[src/rtl/dma_chan_pkg.sv]
package dma_chan_pkg;
  localparam int CTRL_W = 7;
  localparam int B_VALID = 0;
  localparam int B_WRAP  = 1;
  localparam int B_LAST  = 2;
  localparam int B_INTR  = 3;
  localparam int B_CONT  = 4;
  localparam int B_SINC  = 5;
  localparam int B_DINC  = 6;

  typedef enum logic [2:0] {
    ST_IDLE,
    ST_FETCH,
    ST_READ,
    ST_WRITE,
    ST_DONE
  } chan_state_e;
endpackage

[src/rtl/dma_desc_table.sv]
module dma_desc_table
  import dma_chan_pkg::*;
#(
  parameter int NUM_DESC = 4,
  parameter int ADDR_W   = 32,
  parameter int LEN_W    = 12,
  localparam int IDX_W   = (NUM_DESC > 1) ? $clog2(NUM_DESC) : 1
) (
  input  logic              clk,
  input  logic              rst_n,
  input  logic              wr_en_i,
  input  logic [IDX_W-1:0]  wr_idx_i,
  input  logic [CTRL_W-1:0] wr_ctrl_i,
  input  logic [LEN_W-1:0]  wr_len_i,
  input  logic [ADDR_W-1:0] wr_src_i,
  input  logic [ADDR_W-1:0] wr_dst_i,
  input  logic              clr_en_i,
  input  logic [IDX_W-1:0]  clr_idx_i,
  input  logic [IDX_W-1:0]  rd_idx_i,
  output logic [CTRL_W-1:0] rd_ctrl_o,
  output logic [LEN_W-1:0]  rd_len_o,
  output logic [ADDR_W-1:0] rd_src_o,
  output logic [ADDR_W-1:0] rd_dst_o
);
  logic [CTRL_W-1:0] ctrl_q [NUM_DESC];
  logic [LEN_W-1:0]  len_q  [NUM_DESC];
  logic [ADDR_W-1:0] src_q  [NUM_DESC];
  logic [ADDR_W-1:0] dst_q  [NUM_DESC];

  for (genvar g = 0; g < NUM_DESC; g++) begin : g_entry
    wire hit_wr  = wr_en_i  && (wr_idx_i  == IDX_W'(g));
    wire hit_clr = clr_en_i && (clr_idx_i == IDX_W'(g));

    always_ff @(posedge clk or negedge rst_n) begin
      if (!rst_n) begin
        ctrl_q[g] <= '0;
        len_q[g]  <= '0;
        src_q[g]  <= '0;
        dst_q[g]  <= '0;
      end else if (hit_wr) begin
        ctrl_q[g] <= wr_ctrl_i;
        len_q[g]  <= wr_len_i;
        src_q[g]  <= wr_src_i;
        dst_q[g]  <= wr_dst_i;
      end else if (hit_clr) begin
        ctrl_q[g][B_VALID] <= 1'b0;
      end
    end
  end

  assign rd_ctrl_o = ctrl_q[rd_idx_i];
  assign rd_len_o  = len_q[rd_idx_i];
  assign rd_src_o  = src_q[rd_idx_i];
  assign rd_dst_o  = dst_q[rd_idx_i];


  valid_cleared_chk: assert property (@(posedge clk) disable iff (!rst_n)
    (clr_en_i && !wr_en_i) |=> !ctrl_q[$past(clr_idx_i)][B_VALID]);
endmodule

[src/rtl/dma_stage_buf.sv]
module dma_stage_buf #(
  parameter int BEATS  = 4,
  parameter int DATA_W = 64,
  localparam int BEAT_W = (BEATS > 1) ? $clog2(BEATS) : 1
) (
  input  logic              clk,
  input  logic              wr_en_i,
  input  logic [BEAT_W-1:0] wr_idx_i,
  input  logic [DATA_W-1:0] wr_data_i,
  input  logic [BEAT_W-1:0] rd_idx_i,
  output logic [DATA_W-1:0] rd_data_o
);
  logic [DATA_W-1:0] slot_q [BEATS];

  for (genvar g = 0; g < BEATS; g++) begin : g_slot
    always_ff @(posedge clk) begin
      if (wr_en_i && (wr_idx_i == BEAT_W'(g))) slot_q[g] <= wr_data_i;
    end
  end

  assign rd_data_o = slot_q[rd_idx_i];
endmodule

[src/rtl/dma_chan_engine.sv]
module dma_chan_engine
  import dma_chan_pkg::*;
#(
  parameter int NUM_DESC  = 4,
  parameter int ADDR_W    = 32,
  parameter int DATA_W    = 64,
  parameter int LEN_W     = 12,
  parameter int SRC_BYTES = 32,
  localparam int IDX_W       = (NUM_DESC > 1) ? $clog2(NUM_DESC) : 1,
  localparam int BEAT_BYTES  = DATA_W / 8,
  localparam int BEATS       = SRC_BYTES / BEAT_BYTES,
  localparam int BEAT_W      = (BEATS > 1) ? $clog2(BEATS) : 1,
  localparam int BURST_SHIFT = $clog2(SRC_BYTES)
) (
  input  logic              clk,
  input  logic              rst_n,
  input  logic              trig_i,
  input  logic              stat_clr_i,
  input  logic [CTRL_W-1:0] d_ctrl_i,
  input  logic [LEN_W-1:0]  d_len_i,
  input  logic [ADDR_W-1:0] d_src_i,
  input  logic [ADDR_W-1:0] d_dst_i,
  output logic [IDX_W-1:0]  idx_o,
  output logic              clr_en_o,
  output logic              m_valid_o,
  input  logic              m_ready_i,
  output logic              m_write_o,
  output logic [ADDR_W-1:0] m_addr_o,
  output logic              buf_wr_o,
  output logic [BEAT_W-1:0] beat_o,
  output logic              busy_o,
  output logic              irq_o,
  output logic              err_o
);
  chan_state_e       state_q;
  logic [IDX_W-1:0]  idx_q, nxt_idx;
  logic [ADDR_W-1:0] src_q, dst_q, rd_addr;
  logic [LEN_W-1:0]  bursts_q, desc_bursts;
  logic [BEAT_W-1:0] beat_q;
  logic [CTRL_W-1:0] ctrl_q;
  logic              irq_q, err_q;
  logic              hs, last_beat;

  assign hs          = m_valid_o && m_ready_i;
  assign last_beat   = (beat_q == BEAT_W'(BEATS - 1));
  assign desc_bursts = d_len_i >> BURST_SHIFT;

  always_comb begin
    if (ctrl_q[B_WRAP] || (idx_q == IDX_W'(NUM_DESC - 1))) nxt_idx = '0;
    else nxt_idx = idx_q + IDX_W'(1);
  end

  always_comb begin
    rd_addr = src_q;
    if (ctrl_q[B_SINC]) rd_addr = src_q + ADDR_W'(beat_q) * ADDR_W'(BEAT_BYTES);
  end

  always_ff @(posedge clk or negedge rst_n) begin
    if (!rst_n) begin
      state_q  <= ST_IDLE;
      idx_q    <= '0;
      src_q    <= '0;
      dst_q    <= '0;
      bursts_q <= '0;
      beat_q   <= '0;
      ctrl_q   <= '0;
      irq_q    <= 1'b0;
      err_q    <= 1'b0;
    end else begin
      if (stat_clr_i) begin
        irq_q <= 1'b0;
        err_q <= 1'b0;
      end
      case (state_q)
        ST_IDLE: if (trig_i) state_q <= ST_FETCH;
        ST_FETCH: begin
          if (!d_ctrl_i[B_VALID]) begin
            err_q   <= 1'b1;
            state_q <= ST_IDLE;
          end else begin
            ctrl_q   <= d_ctrl_i;
            src_q    <= d_src_i;
            dst_q    <= d_dst_i;
            bursts_q <= desc_bursts;
            beat_q   <= '0;
            state_q  <= (desc_bursts == '0) ? ST_DONE : ST_READ;
          end
        end
        ST_READ: if (hs) begin
          beat_q <= beat_q + BEAT_W'(1);
          if (last_beat) begin
            beat_q  <= '0;
            state_q <= ST_WRITE;
            if (ctrl_q[B_SINC]) src_q <= src_q + ADDR_W'(SRC_BYTES);
          end
        end
        ST_WRITE: if (hs) begin
          beat_q <= beat_q + BEAT_W'(1);
          if (ctrl_q[B_DINC]) dst_q <= dst_q + ADDR_W'(BEAT_BYTES);
          if (last_beat) begin
            beat_q   <= '0;
            bursts_q <= bursts_q - LEN_W'(1);
            state_q  <= (bursts_q == LEN_W'(1)) ? ST_DONE : ST_READ;
          end
        end
        ST_DONE: begin
          if (ctrl_q[B_INTR]) irq_q <= 1'b1;
          idx_q   <= nxt_idx;
          state_q <= ctrl_q[B_LAST] ? ST_IDLE : ST_FETCH;
        end
        default: state_q <= ST_IDLE;
      endcase
    end
  end

  assign idx_o     = idx_q;
  assign clr_en_o  = (state_q == ST_DONE) && !ctrl_q[B_CONT];
  assign m_valid_o = (state_q == ST_READ) || (state_q == ST_WRITE);
  assign m_write_o = (state_q == ST_WRITE);
  assign m_addr_o  = (state_q == ST_WRITE) ? dst_q : rd_addr;
  assign buf_wr_o  = (state_q == ST_READ) && hs;
  assign beat_o    = beat_q;
  assign busy_o    = (state_q != ST_IDLE);
  assign irq_o     = irq_q;
  assign err_o     = err_q;


  hold_under_stall_chk: assert property (@(posedge clk) disable iff (!rst_n)
    (m_valid_o && !m_ready_i) |=> (m_valid_o && $stable(m_addr_o) && $stable(m_write_o)));

  invalid_no_access_chk: assert property (@(posedge clk) disable iff (!rst_n)
    (state_q == ST_FETCH && !d_ctrl_i[B_VALID]) |=> (err_o && !busy_o && !m_valid_o));

  irq_sticky_chk: assert property (@(posedge clk) disable iff (!rst_n)
    (irq_o && !stat_clr_i) |=> irq_o);

  last_to_idle_chk: assert property (@(posedge clk) disable iff (!rst_n)
    (state_q == ST_DONE && ctrl_q[B_LAST]) |=> !busy_o);

  wrap_to_base_chk: assert property (@(posedge clk) disable iff (!rst_n)
    (state_q == ST_DONE && ctrl_q[B_WRAP]) |=> (idx_o == '0));

  write_after_reads_chk: assert property (@(posedge clk) disable iff (!rst_n)
    ($rose(m_write_o)) |-> ($past(hs) && $past(last_beat)));
endmodule

[src/rtl/dma_desc_chan.sv]
module dma_desc_chan
  import dma_chan_pkg::*;
#(
  parameter int NUM_DESC  = 4,
  parameter int ADDR_W    = 32,
  parameter int DATA_W    = 64,
  parameter int LEN_W     = 12,
  parameter int SRC_BYTES = 32,
  localparam int IDX_W    = (NUM_DESC > 1) ? $clog2(NUM_DESC) : 1,
  localparam int BEATS    = SRC_BYTES / (DATA_W / 8),
  localparam int BEAT_W   = (BEATS > 1) ? $clog2(BEATS) : 1
) (
  input  logic              clk,
  input  logic              rst_n,
  input  logic              cfg_we,
  input  logic [IDX_W-1:0]  cfg_idx,
  input  logic [CTRL_W-1:0] cfg_ctrl,
  input  logic [LEN_W-1:0]  cfg_len,
  input  logic [ADDR_W-1:0] cfg_src,
  input  logic [ADDR_W-1:0] cfg_dst,
  input  logic              start_i,
  input  logic              trig_mode_i,
  input  logic              ext_req_i,
  input  logic              stat_clr_i,
  output logic              m_valid_o,
  input  logic              m_ready_i,
  output logic              m_write_o,
  output logic [ADDR_W-1:0] m_addr_o,
  output logic [DATA_W-1:0] m_wdata_o,
  input  logic [DATA_W-1:0] m_rdata_i,
  output logic              busy_o,
  output logic              irq_o,
  output logic              err_o
);
  logic [CTRL_W-1:0] d_ctrl;
  logic [LEN_W-1:0]  d_len;
  logic [ADDR_W-1:0] d_src, d_dst;
  logic [IDX_W-1:0]  cur_idx;
  logic              clr_en, buf_wr, trig;
  logic [BEAT_W-1:0] beat;

  assign trig = trig_mode_i ? ext_req_i : start_i;

  dma_desc_table #(
    .NUM_DESC(NUM_DESC), .ADDR_W(ADDR_W), .LEN_W(LEN_W)
  ) table_i (
    .clk(clk), .rst_n(rst_n),
    .wr_en_i(cfg_we), .wr_idx_i(cfg_idx), .wr_ctrl_i(cfg_ctrl),
    .wr_len_i(cfg_len), .wr_src_i(cfg_src), .wr_dst_i(cfg_dst),
    .clr_en_i(clr_en), .clr_idx_i(cur_idx), .rd_idx_i(cur_idx),
    .rd_ctrl_o(d_ctrl), .rd_len_o(d_len), .rd_src_o(d_src), .rd_dst_o(d_dst)
  );

  dma_chan_engine #(
    .NUM_DESC(NUM_DESC), .ADDR_W(ADDR_W), .DATA_W(DATA_W),
    .LEN_W(LEN_W), .SRC_BYTES(SRC_BYTES)
  ) engine_i (
    .clk(clk), .rst_n(rst_n), .trig_i(trig), .stat_clr_i(stat_clr_i),
    .d_ctrl_i(d_ctrl), .d_len_i(d_len), .d_src_i(d_src), .d_dst_i(d_dst),
    .idx_o(cur_idx), .clr_en_o(clr_en),
    .m_valid_o(m_valid_o), .m_ready_i(m_ready_i), .m_write_o(m_write_o),
    .m_addr_o(m_addr_o), .buf_wr_o(buf_wr), .beat_o(beat),
    .busy_o(busy_o), .irq_o(irq_o), .err_o(err_o)
  );

  dma_stage_buf #(
    .BEATS(BEATS), .DATA_W(DATA_W)
  ) stage_i (
    .clk(clk), .wr_en_i(buf_wr), .wr_idx_i(beat), .wr_data_i(m_rdata_i),
    .rd_idx_i(beat), .rd_data_o(m_wdata_o)
  );


  wdata_hold_chk: assert property (@(posedge clk) disable iff (!rst_n)
    (m_valid_o && m_write_o && !m_ready_i) |=> $stable(m_wdata_o));

  busy_retrigger_chk: assert property (@(posedge clk) disable iff (!rst_n)
    (busy_o && m_valid_o && trig) |=> busy_o);
endmodule

[config.mk]
export PLATFORM = sky130hd
export DESIGN_NAME = dma_desc_chan
export DESIGN_NICKNAME = d
export VERILOG_FILES = /design/src/rtl/dma_chan_pkg.sv /design/src/rtl/dma_desc_table.sv /design/src/rtl/dma_stage_buf.sv /design/src/rtl/dma_chan_engine.sv /design/src/rtl/dma_desc_chan.sv
export SDC_FILE = /design/constraint.sdc
export NUM_CORES = 1
export LEC_CHECK = 0
export ABC_AREA = 1
export BUFFER_PORTS_ARGS = -buffer_cell sky130_fd_sc_hd__buf_4
export CORE_MARGIN = 2
export CORE_UTILIZATION = 50
export CTS_CLUSTER_DIAMETER = 80
export DETAILED_ROUTE_END_ITERATION = 10
export PLACE_DENSITY_LB_ADDON = 0.3
export RECOVER_POWER = 100
export SKIP_CTS_REPAIR_TIMING = 1
export SYNTH_ARGS = -nofsm -noshare
export SYNTH_HDL_FRONTEND = slang
export SYNTH_HIERARCHICAL = 1
export SYNTH_SLANG_ARGS = --single-unit
[constraint.sdc]
create_clock -name clk -period 15.1 [get_ports clk]
set_input_delay 1.51 -clock clk [delete_from_list [all_inputs] [get_ports clk]]
set_output_delay 1.51 -clock clk [all_outputs]
set_load 0.01 [all_outputs]
Word level (Yosys, flattened, before mapping)
Memories as Yosys holds them, arrays and structs flattened.
Cells that the tools add are included.
- bits in registers: 424
- memory bits (writable): 256
- input bits: 157
- output and inout bits: 101
- word-level logic and storage cells: 176
- memories kept: 1
- memory list (name ; words ; width ; read ports ; clocked after memory_dff ; wr ports ; line ; text):
    stage_i.slot_q ; 4 ; 64 ; 1 ; 0 ; 1 ; dma_stage_buf.sv:13 ; logic [DATA_W-1:0] slot_q [BEATS];
- add/subtract/negate cells: 6
- $lt $le $gt $ge: 1
- equal/unequal tests: 23
- muxes and demuxes: 74
- bitwise logic cells: 1
- reduce and logical (&&, ||, !) cells: 41
- operators by type and width (cell ; number):
    $mux 32 ; 13
    $mux 64 ; 3
    $reduce_or 64->1 ; 3
    $bmux 32 s2 ; 2
    $pmux 32 s2 ; 2
    $mux 12 ; 5
    $add 32x4->32 const B ; 1
    $add 32x5->32 ; 1
    $add 32x6->32 const B ; 1
    $mux 1 ; 27
    $bmux 12 s2 ; 1
    $mux 3 ; 8
    $pmux 12 s2 ; 1
    $ne 2x1->1 const B ; 9
    $logic_and 1x1->1 ; 15
    $pmux 3 s5 ; 1
    $bmux 7 s2 ; 1
    $mux 2 ; 7
    $mux 7 ; 2
    $reduce_bool 2->1 ; 7
    $eq 12x1->1 const B ; 1
    $eq 2x2->1 const B ; 6
    $logic_not 12->1 ; 1
    $sub 12x1->12 const B ; 1
    other kinds (18) ; 27

Logic depth before layout (Yosys ltp)
- depth after elaboration: 11
- mapped depth: 14
- depth with buffers taken out: 12

Cells and area by module
The synthesis kept the hierarchy.
- by module, submodules not included (module ; times used ; cells each ; area each (µm²) ; sequential area each (µm²)):
    dma_desc_table ; 1 ; 1970 ; 15628.7 ; 8308.0
    dma_stage_buf ; 1 ; 1010 ; 10761.6 ; 7687.4
    dma_chan_engine ; 1 ; 1149 ; 6985.4 ; 2277.2
    dma_desc_chan ; 1 ; 4 ; 15.0 ; 0.0

Least setup slack after synthesis
Ideal clock, no wire load.
- path type: input to register
- start: input m_ready_i
- end: memory stage_i.slot_q[2][0], enable pin
- library setup time: 0.565 ns
- arrival: 6.065 ns
- required time: 14.535 ns
- slack: 8.470 ns
- stages: 4
- path buffers: 0
- cells stage by stage: nand2_1 -> nor2_1 -> inv_1 -> nor3_1
- cells in the longest elaborated chain, start to end: 9
- elaborated cells on any way between the ends: 23
- RTL lines (item ; line ; text):
    start, declared ; dma_desc_chan.sv:26 ; input logic m_ready_i,
    $logic_and 1x1->1 (*) ; dma_chan_engine.sv:44 ; assign hs = m_valid_o && m_ready_i;
    $logic_and 1x1->1 (*) ; dma_chan_engine.sv:121 ; assign buf_wr_o = (state_q == ST_READ) && hs;
    named net buf_wr ; dma_desc_chan.sv:39 ; logic clr_en, buf_wr, trig;
    $logic_and 1x1->1 ; dma_stage_buf.sv:17 ; if (wr_en_i && (wr_idx_i == BEAT_W'(g))) slot_q[g] <= wr_data_i;
    $mux 1 ; dma_stage_buf.sv:17 ;
    $mux 1 (not written as such) ; dma_stage_buf.sv:17 ;
    $reduce_or 64->1 (no line) ; -- ;
    $mux 2 (no line) / $mux 1 (equally long branches) (3 in a row) ; -- ;
    end, declared ; dma_stage_buf.sv:13 ;
The timed path passes the listed nets; every way through them passes the cells marked *.

Worst setup path in the final report
- start: register engine_i.idx_q[0], in the netlist engine_i/idx_o[0]
- end: register engine_i.state_q[1]
- cells in the longest elaborated chain, start to end: 8
- elaborated cells on any way between the ends: 11
- RTL lines (item ; line ; text):
    start, declared ; dma_chan_engine.sv:36 ; logic [IDX_W-1:0] idx_q, nxt_idx;
    start signal, assigned ; dma_chan_engine.sv:108 ; idx_q <= nxt_idx;
    $not 2->3 (not written as such) ; dma_desc_table.sv:52 ; assign rd_len_o = len_q[rd_idx_i];
    $bmux 12 s2 ; dma_desc_table.sv:52 ;
    $mux 12 (not written as such) (2 in a row) ; dma_desc_table.sv:52 ;
    named net d_len[5] ; dma_desc_chan.sv:36 ; logic [LEN_W-1:0] d_len;
    $logic_not 12->1 ; dma_chan_engine.sv:86 ; state_q <= (desc_bursts == '0) ? ST_DONE : ST_READ;
    $mux 3 ; dma_chan_engine.sv:86 ;
    $mux 3 ; dma_chan_engine.sv:77 ; if (!d_ctrl_i[B_VALID]) begin
    $pmux 3 s5 ; dma_chan_engine.sv:74 ; case (state_q)
    end signal, assigned ; dma_chan_engine.sv:86 ;
    end signal, assigned ; dma_chan_engine.sv:103 ; state_q <= (bursts_q == LEN_W'(1)) ? ST_DONE : ST_READ;
    end signal, assigned ; dma_chan_engine.sv:109 ; state_q <= ctrl_q[B_LAST] ? ST_IDLE : ST_FETCH;
    end, declared ; dma_chan_engine.sv:35 ; chan_state_e state_q;
The timed path passes the listed nets, and every way through them passes these cells. The select of a mux whose other input is x is not followed.
A chain may end at the register's enable or synchronous reset.

==> qor.txt <==
Setup TNS = 0 ps
Hold EP = table_i/len_q[29]
Most Crowded Layer GR = met2
Switching part of the total power = 38.00%
Iteration-0 DRC Markers = 2156
Min Clock Period, post-route = 8491 ps
Clock root cell = clkbuf_16
Initial antenna violation count = 3
Worst-Skew Late Latency = 610 ps
Final Cycle Share = 56.23%
CTS Sinks = 659
CP arrival = 8980 ps
# IOs = 258
Grt met1 use = 32.79%
Most frequent cells in the layout = nand2_1 (1355), inv_1 (636), dfrtp_1 (401)
Syn_nets = 4189
Met3 usage = 4.228%
CTS tree = done
Commonest non-fill, non-tap cell in the layout = nand2_1
Synth Warn # = 6
VDD IR max = 93.10 uV
LEAKAGE = 0.01703 uW
Clk_skew = 19.14 ps
Setup violations, final = 0
Pwr dens = 173.2 nW/um2
Placer congestion estimate = 0.9260
Layout area overhead = 10.67%
Synth Cell Area = 32510 um2
Final WL = 79240 um
Least-Margin Pin Slew = 4786 ps
Setup crit end kind = register
Internal = 3863 uW
Final hold violation count = 0
Setup slack after layout = 6609 ps
Post-DP HPWL = 50330 um
H-tree depth = 3
Core box area = 64350 um2
Initial Utilization = 50.52%
DR vias/cell = 5.016
Wirelength per Cell = 15.60 um
Clock Path Buffers = 3
Critical path launch point type = register
Die X = 259.0 um
Part of the power in registers = 39.4%
Die height = 259.0 um
Slew HR = -219.1%
Syn avg cell area = 8.081 um2
Buffers on Ports = 252
Pin count of the biggest net entering global routing = 112
Place WS = 10420 ps
Cells after Synth = 4023
Pins Over Slew Limit = 1710
Critical path class = reg -> reg
Number of nets still failing antenna checks after routing = 0
DR pass1 iterations = 6
Grt met2 use = 37.98%
Clock share of power = 27.6%
R2r setup slk = 6610 ps
Crit-path max FO = 95
FF-to-FF End = engine_i/state_q[1]
Total gr overflow = 0
Hold path startpoint = table_i/len_q[29]
DIE AREA = 67070 um2
Via count = 25480
GR Util All Layers = 23.56%
TritonCTS Buffers = 70
Violated checks = max-capacitance violations, max-slew violations
Hold Path Stages = 2
Vias in the first global route = 23340
Nets = 4334
FMAX = 117.8 MHz
DRC errors left = 0
Global-route wire length before repair = 125200 um
R2R depth = 11
P_sw = 2368 uW
Worst min path class = reg -> reg
Power, Total = 6231 uW
CTS clk-pin slew, worst paths = 60 ps
Status = complete, but fails checks
Comb pwr share = 33.0%
RSZ-0062 raised after global routing = false
Fraction of layout cells with a size suffix above 1 = 5.544%
Row count = 93
Worst path required time = 15590 ps
Max cap viols = 24
Worst reg2reg path startpoint = engine_i/idx_o[0]
## metrics by stage
step / instances / area, um2 / utilization, % / hold WS, ps
4_1_cts: 5076 / 36750 / 57.12 / 486.8
2_1_floorplan: 4023 / 32510 / - / 449.2
3_3_place_gp: 4951 / 34430 / 53.51 / 464.3
5_1_grt: 5077 / 35970 / 55.90 / 496.3
6_report: 5080 / 35980 / 55.91 / 480.5
3_5_place_dp: 4951 / 34430 / 53.51 / 471.4
## registers in the layout, summed over array words and instances, names as in the netlist
name / flops
table_i/len_q: 28
engine_i/idx_o: 2
engine_i/bursts_q: 12
stage_i/slot_q: 256
table_i/ctrl_q: 28
engine_i/beat_o: 2
engine_i/ctrl_q: 6
engine_i/src_q: 32
engine_i/state_q: 3
table_i/dst_q: 128
engine_i/dst_q: 32
table_i/src_q: 128
engine_i/irq_o: 1
engine_i/err_o: 1
## per-layer routing
metal	vias up	share of wire, %
li1	12850	-
met5	-	0.010
met1	11810	44
met3	109	7.3
met2	717	46
met4	2	2.4
## worst max path at each step
stage | cells after the start | slack [ps] | from | to
after floorplan | 4 | 8470 | m_ready_i | stage_i/slot_q[2][0]
after CTS | 10 | 9760 | engine_i/beat_o[1] | m_addr_o[9]
after global routing | 11 | 5650 | engine_i/idx_o[0] | engine_i/state_q[1]
after global placement | 10 | 10440 | engine_i/beat_o[1] | m_addr_o[9]
final | 11 | 6610 | engine_i/idx_o[0] | engine_i/state_q[1]
after detailed placement | 10 | 10420 | engine_i/beat_o[1] | m_addr_o[9]
## worst max-delay path, cell delays in order (launching register included)
cell	delay, ps
dfrtp_1	1330
clkbuf_1	2730
clkbuf_1	2880
nand2_1	180
o211ai_1	200
nand2_1	160
nor2_1	130
nand2_1	70
nor3_1	270
o21ai_0	110
o21ai_0	190
nand2_1	60
## area by class of cell
class | count | area, um2
fill | 6011 | 28370
sequential | 659 | 17780
multi-input combinational | 2513 | 10950
inverter | 646 | 2427
clock buffer | 94 | 1932
timing repair buffer | 278 | 1419
tap | 855 | 1070
clock inverter | 31 | 387.9
antenna | 4 | 10.01
## power by group through the flow
| stage | registers [uW] | logic (uW) | clock network [uW] |
|---|---|---|---|
| 2_1_floorplan | 2390 | 1440 | 0 |
| 3_3_place_gp | 2460 | 2160 | 0 |
| 3_5_place_dp | 2470 | 2200 | 0 |
| 4_1_cts | 2440 | 2200 | 1760 |
| 5_1_grt | 2500 | 2320 | 1840 |
| 6_report | 2450 | 2060 | 1720 |
No activity file was read; power rests on OpenSTA's default activity.
